[config.mk]
export PLATFORM = sky130hd
export DESIGN_NAME = bchx_syndrome_expand
export DESIGN_NICKNAME = d
export VERILOG_FILES = /design/src/rtl/bchx_pkg.sv /design/src/rtl/bchx_ctrl.sv /design/src/rtl/bchx_horner.sv /design/src/rtl/bchx_square.sv /design/src/rtl/bchx_syndrome_expand.sv
export SDC_FILE = /design/constraint.sdc
export NUM_CORES = 2
export LEC_CHECK = 0
export ABC_AREA = 1
export BUFFER_PORTS_ARGS = -buffer_cell sky130_fd_sc_hd__buf_2
export CORE_AREA = 2 2 392 394
export CTS_CLUSTER_DIAMETER = 100
export DETAILED_ROUTE_END_ITERATION = 10
export DIE_AREA = 0 0 394 396
export GPL_TIMING_DRIVEN = 0
export HOLD_SLACK_MARGIN = 0.05
export MAX_ROUTING_LAYER = met4
export PLACE_DENSITY_LB_ADDON = 0.12
export SYNTH_ARGS = -nofsm -noshare
export SYNTH_HDL_FRONTEND = slang
export SYNTH_SLANG_ARGS = --single-unit
[constraint.sdc]
create_clock -name clk -period 19.7 [get_ports clk]
set_input_delay 3.94 -clock clk [delete_from_list [all_inputs] [get_ports clk]]
set_output_delay 3.94 -clock clk [all_outputs]
set_load 0.02 [all_outputs]
[src/rtl/bchx_pkg.sv]
package bchx_pkg;

    localparam int GF_M    = 13;
    localparam int MAX_T   = 24;
    localparam int REM_W   = 16;
    localparam int WORD_W  = 2 * REM_W;
    localparam int N_WORDS = MAX_T / 2;
    localparam int N_SYN   = 2 * MAX_T;
    localparam int IDX_W   = $clog2(MAX_T + 1);
    localparam int BIT_W   = $clog2(REM_W);
    localparam int SLOT_W  = $clog2(N_SYN);
    localparam int WORD_IW = $clog2(N_WORDS);

    localparam logic [GF_M:0] GF_POLY = 14'h201B;

    typedef logic [GF_M-1:0] gf_t;

    localparam gf_t GF_ONE      = gf_t'(1);
    localparam gf_t GF_ALPHA    = gf_t'(2);
    localparam gf_t GF_ALPHA_SQ = gf_t'(4);

    typedef enum logic [1:0] {
        PH_IDLE = 2'd0,
        PH_ODD  = 2'd1,
        PH_EVEN = 2'd2
    } phase_e;

    typedef struct packed {
        phase_e             phase;
        logic [IDX_W-1:0]   idx;
        logic [BIT_W-1:0]   bit_pos;
        logic [IDX_W-1:0]   t_val;
    } ctrl_t;

    function automatic gf_t gf_mul(input gf_t a, input gf_t b);
        gf_t acc;
        gf_t sh;
        acc = '0;
        sh  = a;
        for (int n = 0; n < GF_M; n++) begin
            if (b[n]) acc = acc ^ sh;
            if (sh[GF_M-1]) sh = (sh << 1) ^ GF_POLY[GF_M-1:0];
            else            sh = sh << 1;
        end
        return acc;
    endfunction

    function automatic logic [IDX_W-1:0] cap_decode(input logic [2:0] code);
        case (code)
            3'd0:    return IDX_W'(2);
            3'd1:    return IDX_W'(4);
            3'd2:    return IDX_W'(8);
            3'd3:    return IDX_W'(12);
            default: return IDX_W'(24);
        endcase
    endfunction

endpackage

[src/rtl/bchx_ctrl.sv]
module bchx_ctrl
    import bchx_pkg::*;
(
    input  logic        clk,
    input  logic        rst,
    input  logic        start_i,
    input  logic [2:0]  cap_sel_i,
    output ctrl_t       ctrl_o,
    output logic        load_o,
    output logic        done_o
);

    localparam logic [IDX_W-1:0] IDX_ONE  = IDX_W'(1);
    localparam logic [BIT_W-1:0] BIT_LAST = BIT_W'(GF_M - 1);

    phase_e             phase_q;
    logic [IDX_W-1:0]   idx_q;
    logic [BIT_W-1:0]   bit_q;
    logic [IDX_W-1:0]   t_q;
    logic               done_q;

    assign load_o = (phase_q == PH_IDLE) && start_i;

    always_ff @(posedge clk) begin
        if (rst) begin
            phase_q <= PH_IDLE;
            idx_q   <= '0;
            bit_q   <= '0;
            t_q     <= '0;
            done_q  <= 1'b0;
        end else begin
            done_q <= 1'b0;
            case (phase_q)
                PH_IDLE: begin
                    if (start_i) begin
                        t_q     <= cap_decode(cap_sel_i);
                        idx_q   <= '0;
                        bit_q   <= BIT_LAST;
                        phase_q <= PH_ODD;
                    end
                end
                PH_ODD: begin
                    if (bit_q == '0) begin
                        bit_q <= BIT_LAST;
                        if (idx_q == t_q - IDX_ONE) begin
                            idx_q   <= IDX_ONE;
                            phase_q <= PH_EVEN;
                        end else begin
                            idx_q <= idx_q + IDX_ONE;
                        end
                    end else begin
                        bit_q <= bit_q - BIT_W'(1);
                    end
                end
                PH_EVEN: begin
                    if (idx_q == t_q) begin
                        phase_q <= PH_IDLE;
                        done_q  <= 1'b1;
                    end else begin
                        idx_q <= idx_q + IDX_ONE;
                    end
                end
                default: phase_q <= PH_IDLE;
            endcase
        end
    end

    assign ctrl_o = '{phase: phase_q, idx: idx_q, bit_pos: bit_q, t_val: t_q};
    assign done_o = done_q;

    AST_DONE_SINGLE: assert property (@(posedge clk) disable iff (rst)
        done_q |=> !done_q);
    AST_DONE_FROM_EVEN: assert property (@(posedge clk) disable iff (rst)
        done_q |-> ($past(phase_q) == PH_EVEN));
    AST_BUSY_START_IGNORED: assert property (@(posedge clk) disable iff (rst)
        (phase_q != PH_IDLE && start_i) |=> $stable(t_q));
    AST_CAP_LEGAL: assert property (@(posedge clk) disable iff (rst)
        (phase_q != PH_IDLE) |-> (t_q == 2 || t_q == 4 || t_q == 8 ||
                                  t_q == 12 || t_q == 24));
    AST_BIT_RANGE: assert property (@(posedge clk) disable iff (rst)
        (phase_q == PH_ODD) |-> (bit_q < BIT_W'(GF_M)));

endmodule

[src/rtl/bchx_horner.sv]
module bchx_horner
    import bchx_pkg::*;
(
    input  logic  clk,
    input  logic  rst,
    input  logic  init_i,
    input  logic  step_i,
    input  logic  last_i,
    input  logic  bit_i,
    output gf_t   acc_nxt_o
);

    gf_t beta_q;
    gf_t acc_q;
    gf_t acc_nxt;

    always_comb begin
        acc_nxt = gf_mul(acc_q, beta_q) ^ {{(GF_M-1){1'b0}}, bit_i};
    end

    always_ff @(posedge clk) begin
        if (rst || init_i) begin
            beta_q <= GF_ALPHA;
            acc_q  <= '0;
        end else if (step_i) begin
            if (last_i) begin
                acc_q  <= '0;
                beta_q <= gf_mul(beta_q, GF_ALPHA_SQ);
            end else begin
                acc_q <= acc_nxt;
            end
        end
    end

    assign acc_nxt_o = acc_nxt;

    AST_BETA_NONZERO: assert property (@(posedge clk) disable iff (rst)
        beta_q != '0);
    AST_ACC_CLEARED: assert property (@(posedge clk) disable iff (rst)
        (step_i && last_i && !init_i) |=> (acc_q == '0));

endmodule

[src/rtl/bchx_square.sv]
module bchx_square
    import bchx_pkg::*;
(
    input  gf_t  a_i,
    output gf_t  sq_o
);

    assign sq_o = gf_mul(a_i, a_i);

    always_comb begin
        if (a_i == '0) begin
            AST_SQ_ZERO: assert (sq_o == '0);
        end
    end

endmodule

[src/rtl/bchx_syndrome_expand.sv]
module bchx_syndrome_expand
    import bchx_pkg::*;
(
    input  logic                        clk,
    input  logic                        rst,
    input  logic                        start_i,
    input  logic [2:0]                  cap_sel_i,
    input  logic [N_WORDS*WORD_W-1:0]   rem_words_i,
    output logic [N_SYN*GF_M-1:0]       synd_o,
    output logic                        done_o
);

    ctrl_t                ctl;
    logic                 load;
    logic [WORD_W-1:0]    rem_q [N_WORDS];
    gf_t                  syn_q [N_SYN];

    logic [WORD_W-1:0]    cur_word;
    logic [REM_W-1:0]     cur_rem;
    logic                 cur_bit;
    gf_t                  acc_nxt;
    gf_t                  sq_val;
    logic [SLOT_W-1:0]    odd_slot;
    logic [SLOT_W-1:0]    even_slot;
    logic [SLOT_W-1:0]    src_slot;
    logic                 odd_step;
    logic                 odd_last;

    bchx_ctrl u_ctrl (
        .clk       (clk),
        .rst       (rst),
        .start_i   (start_i),
        .cap_sel_i (cap_sel_i),
        .ctrl_o    (ctl),
        .load_o    (load),
        .done_o    (done_o)
    );

    // remainder i: word i/2, upper half for odd i
    assign cur_word = rem_q[ctl.idx[WORD_IW:1]];
    assign cur_rem  = ctl.idx[0] ? cur_word[WORD_W-1:REM_W] : cur_word[REM_W-1:0];
    assign cur_bit  = cur_rem[ctl.bit_pos];

    assign odd_step = (ctl.phase == PH_ODD);
    assign odd_last = (ctl.bit_pos == '0);

    bchx_horner u_horner (
        .clk       (clk),
        .rst       (rst),
        .init_i    (load),
        .step_i    (odd_step),
        .last_i    (odd_last),
        .bit_i     (cur_bit),
        .acc_nxt_o (acc_nxt)
    );

    // zero-based slots: S(2i+1) -> 2i, S(2k) -> 2k-1, S(k) -> k-1
    assign odd_slot  = {ctl.idx, 1'b0};
    assign even_slot = {ctl.idx, 1'b0} - SLOT_W'(1);
    assign src_slot  = {1'b0, ctl.idx} - SLOT_W'(1);

    bchx_square u_square (
        .a_i  (syn_q[src_slot]),
        .sq_o (sq_val)
    );

    always_ff @(posedge clk) begin
        if (rst) begin
            for (int w = 0; w < N_WORDS; w++) rem_q[w] <= '0;
        end else if (load) begin
            for (int w = 0; w < N_WORDS; w++)
                rem_q[w] <= rem_words_i[w*WORD_W +: WORD_W];
        end
    end

    always_ff @(posedge clk) begin
        if (rst || load) begin
            for (int k = 0; k < N_SYN; k++) syn_q[k] <= '0;
        end else if (odd_step && odd_last) begin
            syn_q[odd_slot] <= acc_nxt;
        end else if (ctl.phase == PH_EVEN) begin
            syn_q[even_slot] <= sq_val;
        end
    end

    for (genvar k = 0; k < N_SYN; k++) begin : g_out
        assign synd_o[k*GF_M +: GF_M] = syn_q[k];

        AST_HIGH_CLEAR: assert property (@(posedge clk) disable iff (rst)
            (done_o && (k >= 2 * int'(ctl.t_val))) |-> (syn_q[k] == '0));
    end

    AST_HOLD_IDLE: assert property (@(posedge clk) disable iff (rst)
        (ctl.phase == PH_IDLE && !start_i) |=> $stable(synd_o));
    AST_EVEN_ZERO_SRC: assert property (@(posedge clk) disable iff (rst)
        (ctl.phase == PH_EVEN && syn_q[src_slot] == '0) |=> (syn_q[$past(even_slot)] == '0));

endmodule

Word level (Yosys, flattened, before mapping)
Memory sizes are Yosys's and may differ from the RTL's. A register that Yosys moved wholly into a read port is not among the register bits.
Index checks and enable logic that the tools add are counted.
W data, S select, Z words.
{ "totals": {"register_bits": 43, "mem_bits_rw": 1008, "in_bits": 390, "out_inout_bits": 625, "wordCells": 215, "n_memories": 2} }
{ "op_classes": {"addsub": 5, "order_cmp": 1, "n_eq_ne": 12, "muxes": 108, "n_bitwise": 64, "n_reduce_logical": 16} }
{ "mem_list": {"columns": ["memory", "depth", "word_bits", "read_ports", "rd_ports_with_merged_regs", "wr", "line_no", "source"], "rows": [
  ["syn_q", 48, 13, 49, 0, 48, "bchx_syndrome_expand.sv:16", "gf_t syn_q [N_SYN];"],
  ["rem_q", 12, 32, 1, 1, 12, "bchx_syndrome_expand.sv:15", "logic [WORD_W-1:0] rem_q [N_WORDS];"]
]} }
{ "op_table": {"columns": ["cell", "count"], "rows": [
  ["$mux W13", 32],
  ["$mux W32", 12],
  ["$xor A13 B13 Y13", 24],
  ["$mux W5", 30],
  ["$not A4 Y4", 26],
  ["$reduce_or A13 Y1", 2],
  ["$pmux W5 S4", 1],
  ["$mux W1", 18],
  ["$mux W16", 1],
  ["$mux W4", 4],
  ["$pmux W5 S3", 1],
  ["$xor A13 B1 Y13", 1],
  ["$mux W6", 2],
  ["$or A1 B1 Y1", 12],
  ["$eq A5 B5 Y1", 2],
  ["$mux W2", 4],
  ["$pmux W4 S2", 1],
  ["$reduce_and A4 Y1", 2],
  ["$eq A3 B2 Y1 const B", 2],
  ["$ne A2 B1 Y1 const B", 3],
  ["$pmux W2 S3", 1],
  ["$reduce_and A2 Y1", 3],
  ["$sub A5 B1 Y6 const B", 1],
  ["$sub A6 B1 Y6 const B", 1],
  ["18 further kinds", 20]
]} }

Depth between registers and ports, before layout
{ "depth": {"depth_word": 29, "ltp_mapped": 43, "ltp_nobuf": 33} }

Hierarchy
A second synthesis with hierarchy kept.
{ "unflattened": {"hier_cells": 6335, "area_unflattened_um2": 56205.2} }
{ "modules_own_cells": {"columns": ["mod", "instances", "cells_per_inst", "area_each_um2", "seq_area_each_um2"], "rows": [
  ["bchx_syndrome_expand", 1, 4669, 47210.3, 31950.6],
  ["bchx_horner", 1, 816, 4496.8, 520.5],
  ["bchx_square", 1, 683, 3370.7, 0.0],
  ["bchx_ctrl", 1, 167, 1127.3, 320.3]
]} }

Worst setup path after synthesis
No wires, ideal clock.
{ "synth_path": {"path_kind": "input -> register", "startpoint": "input start_i", "endpoint": "memory rem_q[0][0] (netlist bit) (enable)", "setup_time_ns": 0.898, "arrival_time_ns": 14.854, "t_required_ns": 18.802, "path_slack_ns": 3.948, "cell_stages": 5, "n_path_buf": 1, "cell_sequence": "nand2_1 -> inv_1 -> nor2_1 -> clkinv_1 -> clkbuf_1"} }
{ "synth_lines": {"columns": ["item", "line_no", "source"], "rows": [
  ["start: declaration", "bchx_syndrome_expand.sv:6", "input logic start_i,"],
  ["end: declaration", "bchx_syndrome_expand.sv:15", null]
]} }

==> impl_metrics.ini <==
[yosys]
synth_nets = 7025
ys_async_sr_fraction = 0
yosysSeqAreaShare = 0.577
synth-main-ff-cell = edfxtp_1
syn_avg_cell_area_sq_um = 9.09
postSynthCellCount = 6626
synthesis.area_sq_um = 60300
ys_ff_latch = 1174
yosysWarnings = 0
synth_cell_types = 56
synth_edf_count = 1128

[routing]
viasPerCell = 5.97
dr.max_layer_used = met4
ant_nets = 0
drt-wirelength-per-cell_um = 36.5
dr_wl_met3_um = 46600
drtIter0Drc = 9181
vias = 59500
wl_met2_um = 160000
drcViolationCount = 0
drt-met1-wl_um = 126000
wirelength_um = 364000
first_pass_iters = 9

[die]
core-area_sq_um = 152000
fp.dieArea_sq_um = 156000
rows = 143
die-height_um = 396
start_util = 0.398
ios = 1015
die_x_um = 394

[global_routing]
grt_max_degree = 64
grt_pass1_wl_um = 477000
overflow = 0
antenna_found_initial = 40
grt_pass1_vias = 55300
track_usage = 0.466

[sta]
skew_ns = 0.0350
relSlewSlack = -0.00492
slew_viol_final = 11
period_share = 0.533
rsz0062_at_grt = false
min_period_ns = 10.50
finalSetupTns_ns = 0
tightest_slew_ns = 1.51
setup_ws_ns = 9.20
hold_viol = 0
setup_viol = 0
fmax_ghz = 0.0952

[final_layout]
register_area_sq_um = 34800
fin_nets = 8193
stdcell_count = 9977
fillers = 14800
drive_gt1_frac = 0.206
syn_to_final_growth_pct = 20.5
final_common_cell = nand2_1
multiInputGateArea_sq_um = 20500
final_cell_mix = 1505 x nand2_1, 1154 x buf_2, 1128 x edfxtp_1, 896 x nor2_1, 656 x inv_1

[placement]
hpwl_um = 273000
place_ws_ns = 9.59
place_congestion = 1.05
placedCellCount = 9685
portBuffers = 1014

[clock_tree]
cts_setup_buffers = 0
cts_tree = yes
cts_hold_buf = 0
cts_sinks = 1174
cts_inserted_buffers = 137
clkTransAtPathRegs_ns = 0.06
clk_latency_ns = 0.82
cts_buffer_depth = 3
cts-root-buf = clkbuf_16
htree_levels = 4
cts_resized = 0

[job]
drv_cap = 3

[status]
violations = max-capacitance violations, max-slew violations
outcome = finished, violations left

[critical_path]
required_ns = 20.11
path_max_fanout = 10
cpMostUsedCell = nand2_1
reg2reg_slack_ns = 9.20
critPathLaunchType = flop
end_kind = flop
slowest_stage = buf_1
max_stage_delay_ns = 0.90
worstPathArrival_ns = 10.91
crit_type = flop to flop

[power]
pwr-share-comb = 0.501
ir_worst_vdd_mv = 0.109
p_int_mw = 6.36
sw_frac_of_total = 0.492
p_sw_mw = 6.16
seqPwrFrac = 0.295
pwr-share-clk = 0.204
p_leak_nw = 31.1
cellPowerDensity_nw_per_um2 = 172

[min_path]
hold_path.class = flop to flop
state kept, by name (all words and copies together), names as in the netlist, 2 cells and up, named ones only:
register and flops:
syn_q 744, u_horner.acc_q 13, u_ctrl.bit_q 4, rem_q 384, u_ctrl.t_q 4, u_horner.beta_q 13
u_ctrl.phase_q 2, u_ctrl.idx_q 5
worst max-delay path: cells and delay by family, from the launching register on:
| kind | cells | cell delay (ns) |
|---|---|---|
| buffers and inverters | 16 | 5.62 |
| AND/OR/NAND/NOR | 22 | 3.20 |
| adder cells (fa/ha/maj) | 2 | 0.84 |
| flip-flops | 1 | 0.34 |
power groups by stage:
| stage | registers (mW) | logic (mW) | clock network [mW] |
|---|---|---|---|
| 2_1_floorplan | 3.88 | 3.42 | 0 |
| 3_3_place_gp | 3.80 | 5.98 | 0 |
| 3_5_place_dp | 3.71 | 6.03 | 0 |
| 4_1_cts | 3.66 | 6.05 | 2.52 |
| 5_1_grt | 3.70 | 6.55 | 2.61 |
| 6_report | 3.69 | 6.28 | 2.55 |
cell families (layout without fill, tap and decap cells):
family | after synthesis | after routing | synth area share
flip-flops | 1174 | 1174 | 0.577
other | 0 | 47 | 0
adder cells (fa/ha/maj) | 9 | 9 | 0.00187
XOR/XNOR | 256 | 256 | 0.0380
AO/OA/AOI/OAI | 941 | 941 | 0.0895
buffers and inverters | 1161 | 2435 | 0.0829
AND/OR/NAND/NOR | 3085 | 3085 | 0.210
Yosys cell counts, types with 2 or more instances:
cell type | instances | area, sq um
o21ai_2 | 2 | 17.5
a221oi_1 | 14 | 123
nor2_1 | 904 | 3390
o211ai_1 | 41 | 308
nor2_4 | 2 | 22.5
inv_2 | 18 | 67.6
nand3b_1 | 5 | 37.5
a21oi_1 | 517 | 2590
o311ai_0 | 7 | 61.3
o22ai_1 | 29 | 181
buf_2 | 140 | 701
nand2_1 | 1505 | 5650
inv_4 | 2 | 12.5
a32o_1 | 14 | 140
ha_1 | 9 | 113
buf_1 | 24 | 90.1
or2_2 | 10 | 62.6
nor2_2 | 31 | 194
clkinv_1 | 5 | 18.8
nand4_1 | 10 | 62.6
a21oi_2 | 52 | 455
dfxtp_1 | 46 | 921
buf_4 | 42 | 315
a311oi_1 | 3 | 26.3
nand3_1 | 549 | 2750
buf_6 | 40 | 450
inv_1 | 656 | 2460
a211oi_1 | 4 | 30.0
o221ai_1 | 26 | 228
clkbuf_1 | 234 | 878
a22oi_1 | 17 | 128
o21ai_1 | 30 | 150
or2_1 | 6 | 37.5
edfxtp_1 | 1128 | 33900
or2_0 | 2 | 12.5
o21ai_0 | 171 | 856
xor2_1 | 128 | 1120
a31oi_1 | 9 | 56.3
nand2_2 | 30 | 188
nor3_1 | 10 | 50.1
nand2_4 | 2 | 22.5
xor2_2 | 3 | 48.8
nand3_2 | 13 | 130
o32ai_1 | 2 | 17.5
xnor2_1 | 123 | 1080
metal layers:
layer | vias to the layer above | GRT usage
li1 | 24300 | -
met1 | 29000 | 0.534
met2 | 4973 | 0.692
met3 | 1276 | 0.148
met4 | 0 | 0.334
met5 | - | -
layout make-up:
class	instances	share of cell area
Clock inverter	83	0.0102
Sequential cell	1174	0.479
Tap cell	2030	0.0350
Timing Repair Buffer	1029	0.0741
Multi-Input combinational cell	4291	0.282
Buffer	480	0.0336
Antenna cell	47	0.00162
Clock buffer	162	0.0491
Inverter	681	0.0353
through the flow:
stage          hold WS [ns]  cell area (sq um)  utilization  power, mW
2_1_floorplan         0.438              60300            -       7.30
3_3_place_gp          0.460              67900        0.448       9.78
3_5_place_dp          0.463              68200        0.450       9.74
4_1_cts               0.472              72500        0.479       12.2
5_1_grt               0.515              72600        0.479       12.9
6_report              0.466              72600        0.479       12.5
worst paths after layout:
| check | start | end | cells after the start |
|---|---|---|---|
| max | u_ctrl.idx_q[0] | syn_q[58][5] | 40 |
| min | u_ctrl.t_q[4] | u_ctrl.t_q[4] | 2 |
| max reg2reg | u_ctrl.idx_q[0] | syn_q[58][5] | 40 |
| min reg2reg | u_ctrl.t_q[4] | u_ctrl.t_q[4] | 2 |
No activity file was read; power rests on OpenSTA's default activity.
